**src/rtl/ep0_xfer_counters.sv**
```systemverilog
module ep0_xfer_counters #(
  parameter int XW        = 7,
  parameter int SW        = 2,
  parameter int MPS_RESET = 64
) (
  input  logic          clk,
  input  logic          rst_n,
  input  logic          wr_in,
  input  logic          wr_out,
  input  logic          wr_mps,
  input  logic [XW-1:0] wr_size,
  input  logic          wr_pkt,
  input  logic [SW-1:0] wr_setup,
  input  logic          in_fill_stb,
  input  logic [XW-1:0] in_fill_len,
  input  logic          in_read_stb,
  input  logic          out_wr_stb,
  input  logic [XW-1:0] out_wr_len,
  input  logic          setup_stb,
  input  logic          clr_in_done,
  input  logic          clr_out_done,
  output logic [XW-1:0] in_xfer,
  output logic          in_pkt,
  output logic [XW-1:0] out_xfer,
  output logic          out_pkt,
  output logic [SW-1:0] setup_cnt,
  output logic          setup_en,
  output logic          setup_rej,
  output logic          in_done,
  output logic          out_done
);

  localparam logic [XW-1:0] MPS_INIT = XW'(MPS_RESET);

  logic [XW-1:0] mps_q;
  logic [XW-1:0] in_x_q, out_x_q;
  logic          in_p_q, out_p_q;
  logic [SW-1:0] su_q;
  logic          in_d_q, out_d_q, rej_q;

  wire [XW-1:0] in_dec   = (in_fill_len > mps_q) ? mps_q : in_fill_len;
  wire [XW-1:0] out_dec  = (out_wr_len > mps_q) ? mps_q : out_wr_len;
  wire [XW-1:0] in_x_nx  = (in_dec >= in_x_q) ? '0 : in_x_q - in_dec;
  wire [XW-1:0] out_x_nx = (out_dec >= out_x_q) ? '0 : out_x_q - out_dec;
  wire          out_short = out_wr_len < mps_q;

  wire in_fill_ok  = in_fill_stb && !wr_in;
  wire out_wr_ok   = out_wr_stb && !wr_out;
  wire setup_ok    = setup_stb && !wr_out;
  wire in_finish   = in_fill_ok && (in_x_q != '0) && (in_x_nx == '0);
  wire out_finish  = out_wr_ok && (out_short || (out_x_nx == '0));

  always_ff @(posedge clk or negedge rst_n) begin
    if (!rst_n) begin
      mps_q   <= MPS_INIT;
      in_x_q  <= '0;
      in_p_q  <= 1'b0;
      out_x_q <= '0;
      out_p_q <= 1'b0;
      su_q    <= '0;
      in_d_q  <= 1'b0;
      out_d_q <= 1'b0;
      rej_q   <= 1'b0;
    end else begin
      if (wr_mps) mps_q <= wr_size;

      if (wr_in) begin
        in_x_q <= wr_size;
        in_p_q <= wr_pkt;
      end else begin
        if (in_fill_stb) in_x_q <= in_x_nx;
        if (in_read_stb) in_p_q <= 1'b0;
      end

      if (wr_out) begin
        out_x_q <= wr_size;
        out_p_q <= wr_pkt;
        su_q    <= wr_setup;
      end else begin
        if (out_wr_stb) begin
          out_x_q <= out_x_nx;
          out_p_q <= 1'b0;
        end
        if (setup_stb && su_q != '0) su_q <= su_q - 1'b1;
      end

      rej_q   <= setup_ok && (su_q == '0);
      in_d_q  <= (in_d_q && !clr_in_done) || in_finish;
      out_d_q <= (out_d_q && !clr_out_done) || out_finish;
    end
  end

  assign in_xfer   = in_x_q;
  assign in_pkt    = in_p_q;
  assign out_xfer  = out_x_q;
  assign out_pkt   = out_p_q;
  assign setup_cnt = su_q;
  assign setup_en  = su_q != '0;
  assign setup_rej = rej_q;
  assign in_done   = in_d_q;
  assign out_done  = out_d_q;

endmodule

```
**config.mk**
```make
export PLATFORM = sky130hd
export DESIGN_NAME = ep0_xfer_counters
export DESIGN_NICKNAME = d
export VERILOG_FILES = /design/src/rtl/ep0_xfer_counters.sv
export SDC_FILE = /design/constraint.sdc
export NUM_CORES = 1
export LEC_CHECK = 0
export ABC_AREA = 1
export BUFFER_PORTS_ARGS = -buffer_cell sky130_fd_sc_hd__buf_2
export CAP_MARGIN = 20
export CORE_UTILIZATION = 54
export CTS_CLUSTER_DIAMETER = 30
export DETAILED_ROUTE_END_ITERATION = 6
export GPL_TIMING_DRIVEN = 0
export PLACE_DENSITY = 0.88
export REMOVE_ABC_BUFFERS = 1
export SYNTH_ARGS = -nofsm -noshare
export SYNTH_HDL_FRONTEND = slang
export SYNTH_SLANG_ARGS = --single-unit
export TNS_END_PERCENT = 100
```
**constraint.sdc**
```tcl
create_clock -name clk -period 3.9 [get_ports clk]
set_input_delay 0.78 -clock clk [delete_from_list [all_inputs] [get_ports clk]]
set_output_delay 0.78 -clock clk [all_outputs]
set_load 0.01 [all_outputs]
```
==> results of run 1 <==
==> metrics by stage <==
stage,cells,power [uW]
floorplan,335,881
global route,447,1420
global placement,443,1040
detailed placement,443,1070
CTS,447,1290
finish,447,1300
==> Yosys cell counts (3+ instances only) <==
cell type,number
nand2_1,95
inv_1,44
nor2_1,30
ha_1,29
dfrtp_1,27
a21oi_1,22
o21ai_0,19
nand3_1,16
nand4_1,7
nand2_2,6
o211ai_1,5
xor2_1,5
a22oi_1,4
nor3_1,3
o21ai_1,3
o31ai_1,3
==> final timing paths <==
| path | startpoint | endpoint | depth (start not counted) |
|---|---|---|---|
| max in group asynchronous | rst_n | out_xfer[3] | 1 |
| min in group asynchronous | rst_n | in_done | 1 |
| max reg2reg | mps_q[6] | in_done | 19 |
| max | in_fill_len[2] | in_done | 19 |
| min | in_done | in_done | 2 |
| min reg2reg | in_done | in_done | 2 |
==> sequential cells by signal, summed over array words and instances (netlist names) <==
signal and flops:
out_done 1, in_done 1, setup_rej 1, out_pkt 1
mps_q 7, out_xfer 7, in_pkt 1, in_xfer 7
setup_cnt 2
==> routing by layer <==
metal / up-vias / global-route usage
met3: 6 / 0.0365
met4: 0 / 0.0431
met5: - / 0
met2: 94 / 0.389
li1: 1242 / -
met1: 1106 / 0.363
==> cells in the final DEF, fill, tap and decap left out, types with 2 or more instances in the layout <==
master and instances:
o31ai_1 3, fa_1 2, ha_1 29, inv_1 44, nor3_1 3, nor2_1 30, a22oi_1 4, o21ai_0 19
nand2_1 95, nand4_1 7, o21a_1 2, clkbuf_8 3, nand2_2 6, dfrtp_1 27, a21oi_1 22, nand3_1 16
o21ai_1 2, xor2_1 5, o311ai_0 2, buf_2 56, o211ai_1 5, o21ai_2 2
==> report_power, final <==
| part | leakage (uW) | switching, uW | internal (uW) |
|---|---|---|---|
| clock | 0.0000357 | 89.7 | 137 |
| sequential | 0.000346 | 37.1 | 334 |
| combinational | 0.00118 | 436 | 267 |
| total | 0.00156 | 563 | 738 |
==> layout make-up <==
class                   instances  area [sq um]  area share
clock buffers                   3          41.3      0.0146
clock inverters                 1          30.0      0.0106
inverters                      45           169      0.0599
multi-input cells             262          1530       0.543
flip-flops and latches         28           702       0.249
well taps                      52          65.1      0.0231
repair buffers                 56           280      0.0994
==> logic make-up after synthesis <==
group / count (synthesis)
adders and majority gates: 31
AOI/OAI and AO/OA: 65
and+or+nand+nor: 160
DFF: 28
buffers and inverters: 50
xor gates and xnor gates: 6
==> critical path: cells and delay by family <==
| kind | cells | cell delay (ps) |
|---|---|---|
| compound gates | 5 | 1130 |
| fa+ha+maj | 2 | 620 |
| buf+inv | 2 | 200 |
| simple gates | 10 | 930 |
==> what timing repair did <==
item,4_1_cts,5_1_grt
resized for setup,0,1
endpoints found under the hold margin,0,0
endpoints found under the setup margin,0,1
==> impl_metrics.csv, run 1 <==
group,metric,value,unit
status,status,"finished clean",
sta,setup_viol,0,
clocking,clkLatencyLatePin,270,ps
flow_run,max-cap-violations,0,
sta,fmax,0.290,GHz
synth,synth_edf_count,0,
clocking,root_buffer,"clkbuf_8",
synth,ys_ff_latch,28,
grt,track_usage,0.247,
detailed_routing,drtPass1Iterations,4,
power_and_ir_drop,p_leak,0.00156,uW
place,hpwl,4630,um
layout,final_core_util,0.652,
setup_path,critPathMaxStageDelay,460,ps
synth,synthTopCellsByArea,"dfrtp_1, ha_1, nand2_1",
clocking,clock_path_buffers,2,
place,port_buffers,56,
die,core.rowCount,24,
setup_path,crit_arrival,3630,ps
synth,synth_xor_xnor_area_share,0.0217,
setup_path,endpoint_kind,"register",
synth,synthAdderAreaFrac,0.166,
clocking,cts_setup_buffers,0,
layout,syn_to_final_growth,16.3,%
setup_path,worstPathCellList,"buf_2 > ha_1 > nand2_1 > o21ai_0 > nand2_1 > o211ai_1 > nand2_1 > o21ai_0 > inv_1 > ha_1 > nand2_1 > o21ai_2 > nand2_2 > a21boi_4 > nand2_1 > nand2_1 > nor2_1 > nand2_1 > nand2_1",
sta,final-hold-violation-count,0,
sta,hold_slack,486,ps
sta,min_period,3450,ps
place,place.gp.congestion,0.899,
sta,slew_headroom,0.593,
sta,fin_crit_sh,0.885,
layout,drive_gt1_frac,0.190,
detailed_routing,detail-route-antenna-nets,0,
synth,synth_simple_gate_area_frac,0.278,
synth,synth_top_family_by_area,"simple AND/OR/NAND/NOR gates",
detailed_routing,drt-vias-per-instance,5.48,
detailed_routing,met1Wirelength,2780,um
detailed_routing,drt-initial-drc-count,190,
grt,grt_pass1_vias,2233,
detailed_routing,via_count,2448,
synth,ys_seq_area_frac,0.289,
sta,setup_tns,0,ps
setup_path,crit_required,4080,ps
die,dieArea,4760,sq um
die,ios,57,
layout,fin_area,2820,sq um
clocking,cts_tree,"done",
setup_path,crit_fanout,12,
setup_path,slowest_stage,"o21ai_0",
synth,synth_top_area_frac,0.279,
power_and_ir_drop,ir_drop,0.320,mV
sta,timing.final.max_slew_violations,0,
grt,grt_antenna_before_repair,0,
detailed_routing,wl_met2,2640,um
clocking,clkTransAtPathRegs,100,ps
layout,fin_nets,462,
sta,worst_slack,448,ps
synth,synth-compound-area-share,0.165,
clocking,clock_sinks,28,
sta,fin_worst_skew,5.22,ps
clocking,cts_buffers,3,
layout,antennaDiodeCount,0,
die,die_x,69.0,um
detailed_routing,wl_met3,315,um
setup_path,cpMostUsedCell,"nand2_1",
synth,syn_area,2420,sq um
sta,rsz0062_at_grt,"no",
die,die_h,69.0,um
synth,yosysTopAreaCell,"dfrtp_1",
setup_path,crit_type,"input port to register",
detailed_routing,highest_layer,"met4",
grt,grt_max_degree,29,
die,core_region_area,4320,sq um
synth,netlist_instances,340,
synth,yosysUniqueCellTypes,33,
detailed_routing,wire_per_inst,12.9,um
clocking,htree_num_levels,1,
sta,tightestPinTransition,611,ps
grt,grt_pass1_wl,9820,um
synth,synthMuxAreaShare,0,
clocking,holdBufCountCts,0,
place,dp_slack,83.3,ps
detailed_routing,drc,0,
synth,yosysWarnings,0,
grt,overflow,0,
synth,async_flop_share,1.00,
setup_path,cp-start-kind,"input port",
synth,synthFlopType,"dfrtp_1",
place,postPlaceCellArea,2750,sq um
detailed_routing,wl,5780,um
layout,fillers,395,
min_path,hold_class,"register to register",
power_and_ir_drop,powerDensity,461,nW/um^2
synth,syn_area_per_cell,7.13,sq um
die,initial_core_util,0.561,
setup_path,r2r_slack,470,ps
(Power assumes the default switching activity.)
==> run 2, diff against run 1 <==
Settings changed: CORE_UTILIZATION 54 to 56, CTS_BUF_LIST from default to sky130_fd_sc_hd__clkbuf_2, PLACE_DENSITY 0.88 to 0.91.
==> impl_metrics.csv, run 2 (synthesis results as in run 1) <==
group,metric,value,unit
setup_path,cp-start-kind,"register",
layout,drive_gt1_frac,0.185,
clocking,htree_num_levels,1,
layout,fin_area,2760,sq um
flow_run,max-cap-violations,0,
place,place.gp.congestion,0.883,
layout,fin_nets,462,
detailed_routing,wire_per_inst,12.9,um
place,hpwl,4720,um
die,ios,57,
grt,grt_pass1_wl,9290,um
setup_path,crit_type,"register to register",
layout,syn_to_final_growth,13.9,%
clocking,cts_setup_buffers,0,
sta,setup_tns,0,ps
detailed_routing,drt-vias-per-instance,5.63,
clocking,holdBufCountCts,0,
power_and_ir_drop,clkPwrFrac,0.093,
setup_path,crit_buf_inv,4,
sta,final-hold-violation-count,0,
sta,fin_worst_skew,6.85,ps
setup_path,cpLargestDelayFamily,"compound AO/OA/AOI/OAI gates",
die,core.rowCount,23,
setup_path,crit_fanout,12,
die,core_region_area,4090,sq um
clocking,cts_tree,"done",
grt,grt_max_degree,29,
sta,tightestPinTransition,749,ps
place,postPlaceCellArea,2740,sq um
layout,fillers,358,
setup_path,cpMostUsedCell,"nand2_1",
power_and_ir_drop,p_sw,560,uW
detailed_routing,drc,0,
power_and_ir_drop,combPwrFrac,0.594,
sta,fin_crit_sh,0.928,
detailed_routing,via_count,2506,
grt,overflow,0,
detailed_routing,drtPass1Iterations,5,
detailed_routing,drt-initial-drc-count,209,
clocking,root_buffer,"clkbuf_2",
setup_path,slowest_stage,"o21ai_1",
setup_path,crit_arrival,3920,ps
grt,grt_pass1_vias,2078,
clocking,clkLatencyLatePin,370,ps
sta,rsz0062_at_grt,"no",
die,die_x,67.8,um
clocking,clkTransAtPathRegs,260,ps
layout,final_common_cell,"nand2_1",
setup_path,crit_required,4200,ps
power_and_ir_drop,cellInternalPower,623,uW
sta,timing.final.max_slew_violations,0,
die,die_h,67.8,um
status,status,"finished clean",
sta,fmax,0.276,GHz
detailed_routing,detail-route-antenna-nets,0,
clocking,cts_buffers,3,
power_and_ir_drop,powerDensity,428,nW/um^2
clocking,clock_sinks,28,
layout,final_core_util,0.676,
min_path,hold_class,"input port to asynchronous set/reset pin",
grt,track_usage,0.266,
detailed_routing,wl,5750,um
grt,grt_antenna_before_repair,0,
power_and_ir_drop,pwr-share-seq,0.313,
setup_path,worstPathCellList,"inv_1 > ha_1 > nand2_1 > inv_1 > nand4_1 > o21ai_1 > nand2_1 > o21ai_1 > ha_1 > inv_1 > fa_1 > inv_1 > nor2_1 > o21a_1 > nor2_1 > o21ai_0 > nand3_1 > nand2_1 > nand2_1 > nand2_1",
power_and_ir_drop,ir_drop,0.252,mV
die,dieArea,4600,sq um
sta,min_period,3620,ps
power_and_ir_drop,swShare,0.473,
layout,antennaDiodeCount,0,
sta,setup_viol,0,
power_and_ir_drop,p_leak,0.00154,uW
sta,slew_headroom,0.497,
layout,final_cell_mix,"nand2_1, buf_2, inv_1",
clocking,post_cts_resized,0,
setup_path,critPathMaxStageDelay,610,ps
clocking,clock_path_buffers,2,
place,port_buffers,56,
setup_path,endpoint_kind,"register",
die,initial_core_util,0.593,
-- run 2: changes by cell type in the layout (fill, tap and decap cells not counted) --
| cell | previous run | this run |
|---|---|---|
| clkbuf_2 | 0 | 3 |
| bufinv_16 | 1 | 0 |
| clkbuf_8 | 3 | 0 |
| o21ai_1 | 2 | 3 |
| o21ai_2 | 2 | 1 |
| clkinv_1 | 0 | 1 |
-- run 2: per-stage QoR --
stage          hold slack [ps]  std cells  power [uW]  setup slack, ps
2_1_floorplan              484        335         881              572
3_3_place_gp               457        441        1040              128
3_5_place_dp               462        441        1070             23.7
4_1_cts                    391        445        1180              311
5_1_grt                    383        445        1290            0.145
6_report                   373        445        1180              280
-- run 2: layer usage --
metal / global-route usage / vias to the layer above / share of wire
li1: - / 1238 / -
met1: 0.362 / 1158 / 0.44
met2: 0.447 / 106 / 0.47
met3: 0.0439 / 4 / 0.075
met4: 0.0469 / 0 / 0.0059
met5: 0 / - / 0
-- run 2: final timing paths --
path                           from           to  slack [ps]  cells after the start
setup / recovery           mps_q[6]     out_done         280                     20
hold / removal                rst_n  out_xfer[5]         370                      1
setup reg to reg           mps_q[6]     out_done         280                     20
hold reg to reg            out_done     out_done         520                      2
max in group asynchronous     rst_n     mps_q[2]        3130                      1
min in group clk           out_done     out_done         520                      2
-- run 2: power groups by stage --
| stage | sequential (uW) | clock, uW | combinational, uW |
|---|---|---|---|
| after floorplan | 387 | 0 | 494 |
| after global placement | 374 | 0 | 670 |
| after detailed placement | 375 | 0 | 694 |
| after CTS | 370 | 115 | 698 |
| after global routing | 376 | 125 | 792 |
| final | 370 | 110 | 702 |
-- run 2: cell type report --
type / instances / area, sq um / area share
flip-flops and latches: 28 / 702 / 0.254
inverters: 45 / 169 / 0.0612
well taps: 50 / 62.6 / 0.0227
clock inverters: 1 / 3.75 / 0.00136
multi-input cells: 262 / 1530 / 0.554
clock buffers: 3 / 15.0 / 0.00544
repair buffers: 56 / 280 / 0.101
==> run 3, diff against run 2 <==
Settings changed: CORE_UTILIZATION 56 to 54, CTS_BUF_LIST sky130_fd_sc_hd__clkbuf_2 to sky130_fd_sc_hd__clkbuf_8 sky130_fd_sc_hd__clkbuf_16, PLACE_DENSITY 0.91 to 0.88, SETUP_SLACK_MARGIN from default to 0.4.
==> impl_metrics.csv, run 3 (synthesis results as in run 1) <==
group,metric,value,unit
grt,grt_max_degree,29,
place,port_buffers,56,
sta,final-hold-violation-count,0,
place,place_inst,443,
grt,grt_pass1_vias,2251,
setup_path,crit_fanout,6,
detailed_routing,drc,0,
layout,final_cells,452,
die,initial_core_util,0.561,
sta,fin_worst_skew,3.24,ps
layout,antennaDiodeCount,0,
sta,fin_crit_sh,0.852,
detailed_routing,drt-initial-drc-count,219,
sta,slew_headroom,0.589,
place,dp_slack,83.3,ps
detailed_routing,via_count,2511,
setup_path,crit_type,"input port to register",
place,hpwl,4630,um
sta,timing.final.max_slew_violations,0,
setup_path,cp-start-kind,"input port",
power_and_ir_drop,powerDensity,461,nW/um^2
layout,drive_gt1_frac,0.215,
die,dieArea,4760,sq um
power_and_ir_drop,ir_drop,0.309,mV
detailed_routing,wire_per_inst,13.4,um
clocking,root_buffer,"clkbuf_8",
status,status,"finished clean",
min_path,hold_class,"register to register",
flow_run,max-cap-violations,0,
layout,syn_to_final_growth,19.7,%
clocking,clkLatencyLatePin,270,ps
detailed_routing,detail-route-antenna-nets,0,
layout,fin_nets,467,
sta,rsz0062_at_grt,"no",
sta,fmax,0.301,GHz
clocking,clkTransAtPathRegs,100,ps
place,place.gp.congestion,0.899,
detailed_routing,drt-vias-per-instance,5.56,
grt,grt_antenna_before_repair,0,
layout,fillers,378,
setup_path,crit_required,4120,ps
sta,tightestPinTransition,617,ps
layout,final_cell_mix,"nand2_1, buf_2, inv_1",
die,die_x,69.0,um
layout,final_common_cell,"nand2_1",
clocking,clock_path_buffers,2,
die,ios,57,
grt,overflow,0,
die,core_region_area,4320,sq um
clocking,clock_sinks,28,
setup_path,endpoint_kind,"register",
grt,track_usage,0.248,
sta,min_period,3320,ps
detailed_routing,wl,6070,um
setup_path,crit_arrival,3540,ps
die,core.rowCount,24,
power_and_ir_drop,p_leak,0.00159,uW
detailed_routing,drtPass1Iterations,4,
layout,multi_input_area,1580,sq um
sta,setup_viol,0,
die,die_h,69.0,um
layout,seqCellArea,702,sq um
sta,setup_tns,0,ps
clocking,cts_tree,"done",
sta,worst_slack,576,ps
clocking,cts_buffers,3,
grt,grt_pass1_wl,9850,um
clocking,htree_num_levels,1,
==> run 3: cell count changes in the layout (fill, tap and decap cells not counted), sizes merged <==
cell    before  now
clkinv       1    0
o21ai       23   24
buf         56   60
bufinv       0    1
==> run 3: timing repair <==
item,4_1_cts,5_1_grt
cloned,0,1
resized for setup,1,11
buffers inserted,0,4
hold buffers,0,0
setup endpoints to repair,1,9
pin swaps,0,3
==> run 3: final timing paths <==
path	endpoint	startpoint	slack, ps	cells after the start
setup / recovery	out_done	out_wr_len[2]	580	23
hold / removal	in_done	in_done	490	2
setup reg to reg	out_done	mps_q[6]	660	23
hold reg to reg	in_done	in_done	490	2
max in group asynchronous	out_xfer[3]	rst_n	2990	1
min in group asynchronous	in_done	rst_n	500	1
==> run 3: metal layers <==
layer  global-route usage  vias up  wire length (um)
met4               0.0454        0                68
li1                     -     1251                 -
met3               0.0365       10               321
met5                    0        -                 0
met1                0.362     1152              2830
met2                0.393       98              2850
==> run 3: where the power goes <==
group / switching (uW) / leakage [uW] / total (uW) / internal, uW
registers: 37.3 / 0.000346 / 371 / 334
clock network: 90.0 / 0.0000357 / 227 / 137
logic: 454 / 0.00121 / 739 / 285
==> run 3: metrics by stage <==
stage	util	power, uW	cell area [sq um]	hold slack (ps)
2_1_floorplan	-	881	2400	484
3_3_place_gp	0.635	1040	2750	458
3_5_place_dp	0.635	1070	2750	460
4_1_cts	0.652	1300	2820	490
5_1_grt	0.671	1460	2900	528
6_report	0.671	1340	2900	487
==> run 3: cell type report <==
| cell class | instances | share of cell area |
|---|---|---|
| inverters | 45 | 0.0582 |
| clock buffers | 3 | 0.0142 |
| repair buffers | 60 | 0.107 |
| flip-flops and latches | 28 | 0.242 |
| multi-input cells | 263 | 0.546 |
| well taps | 52 | 0.0224 |
| clock inverters | 1 | 0.0103 |
==> run 3: critical path: stages <==
cell and delay [ps]:
buf_2 110, ha_1 310, nand2_2 120, o21ai_2 140, nand4_1 170, o211ai_4 170, o21ai_4 140, buf_4 160
a21oi_1 170, ha_1 310, nand2_1 80, nand2_1 70, inv_1 70, nand2_2 60, nand2_1 70, nand2_2 70
nand3_1 100, nand2_1 80, nor2_1 100, nand3_1 70, nand2_1 60, nand2_1 50, nand2_1 70
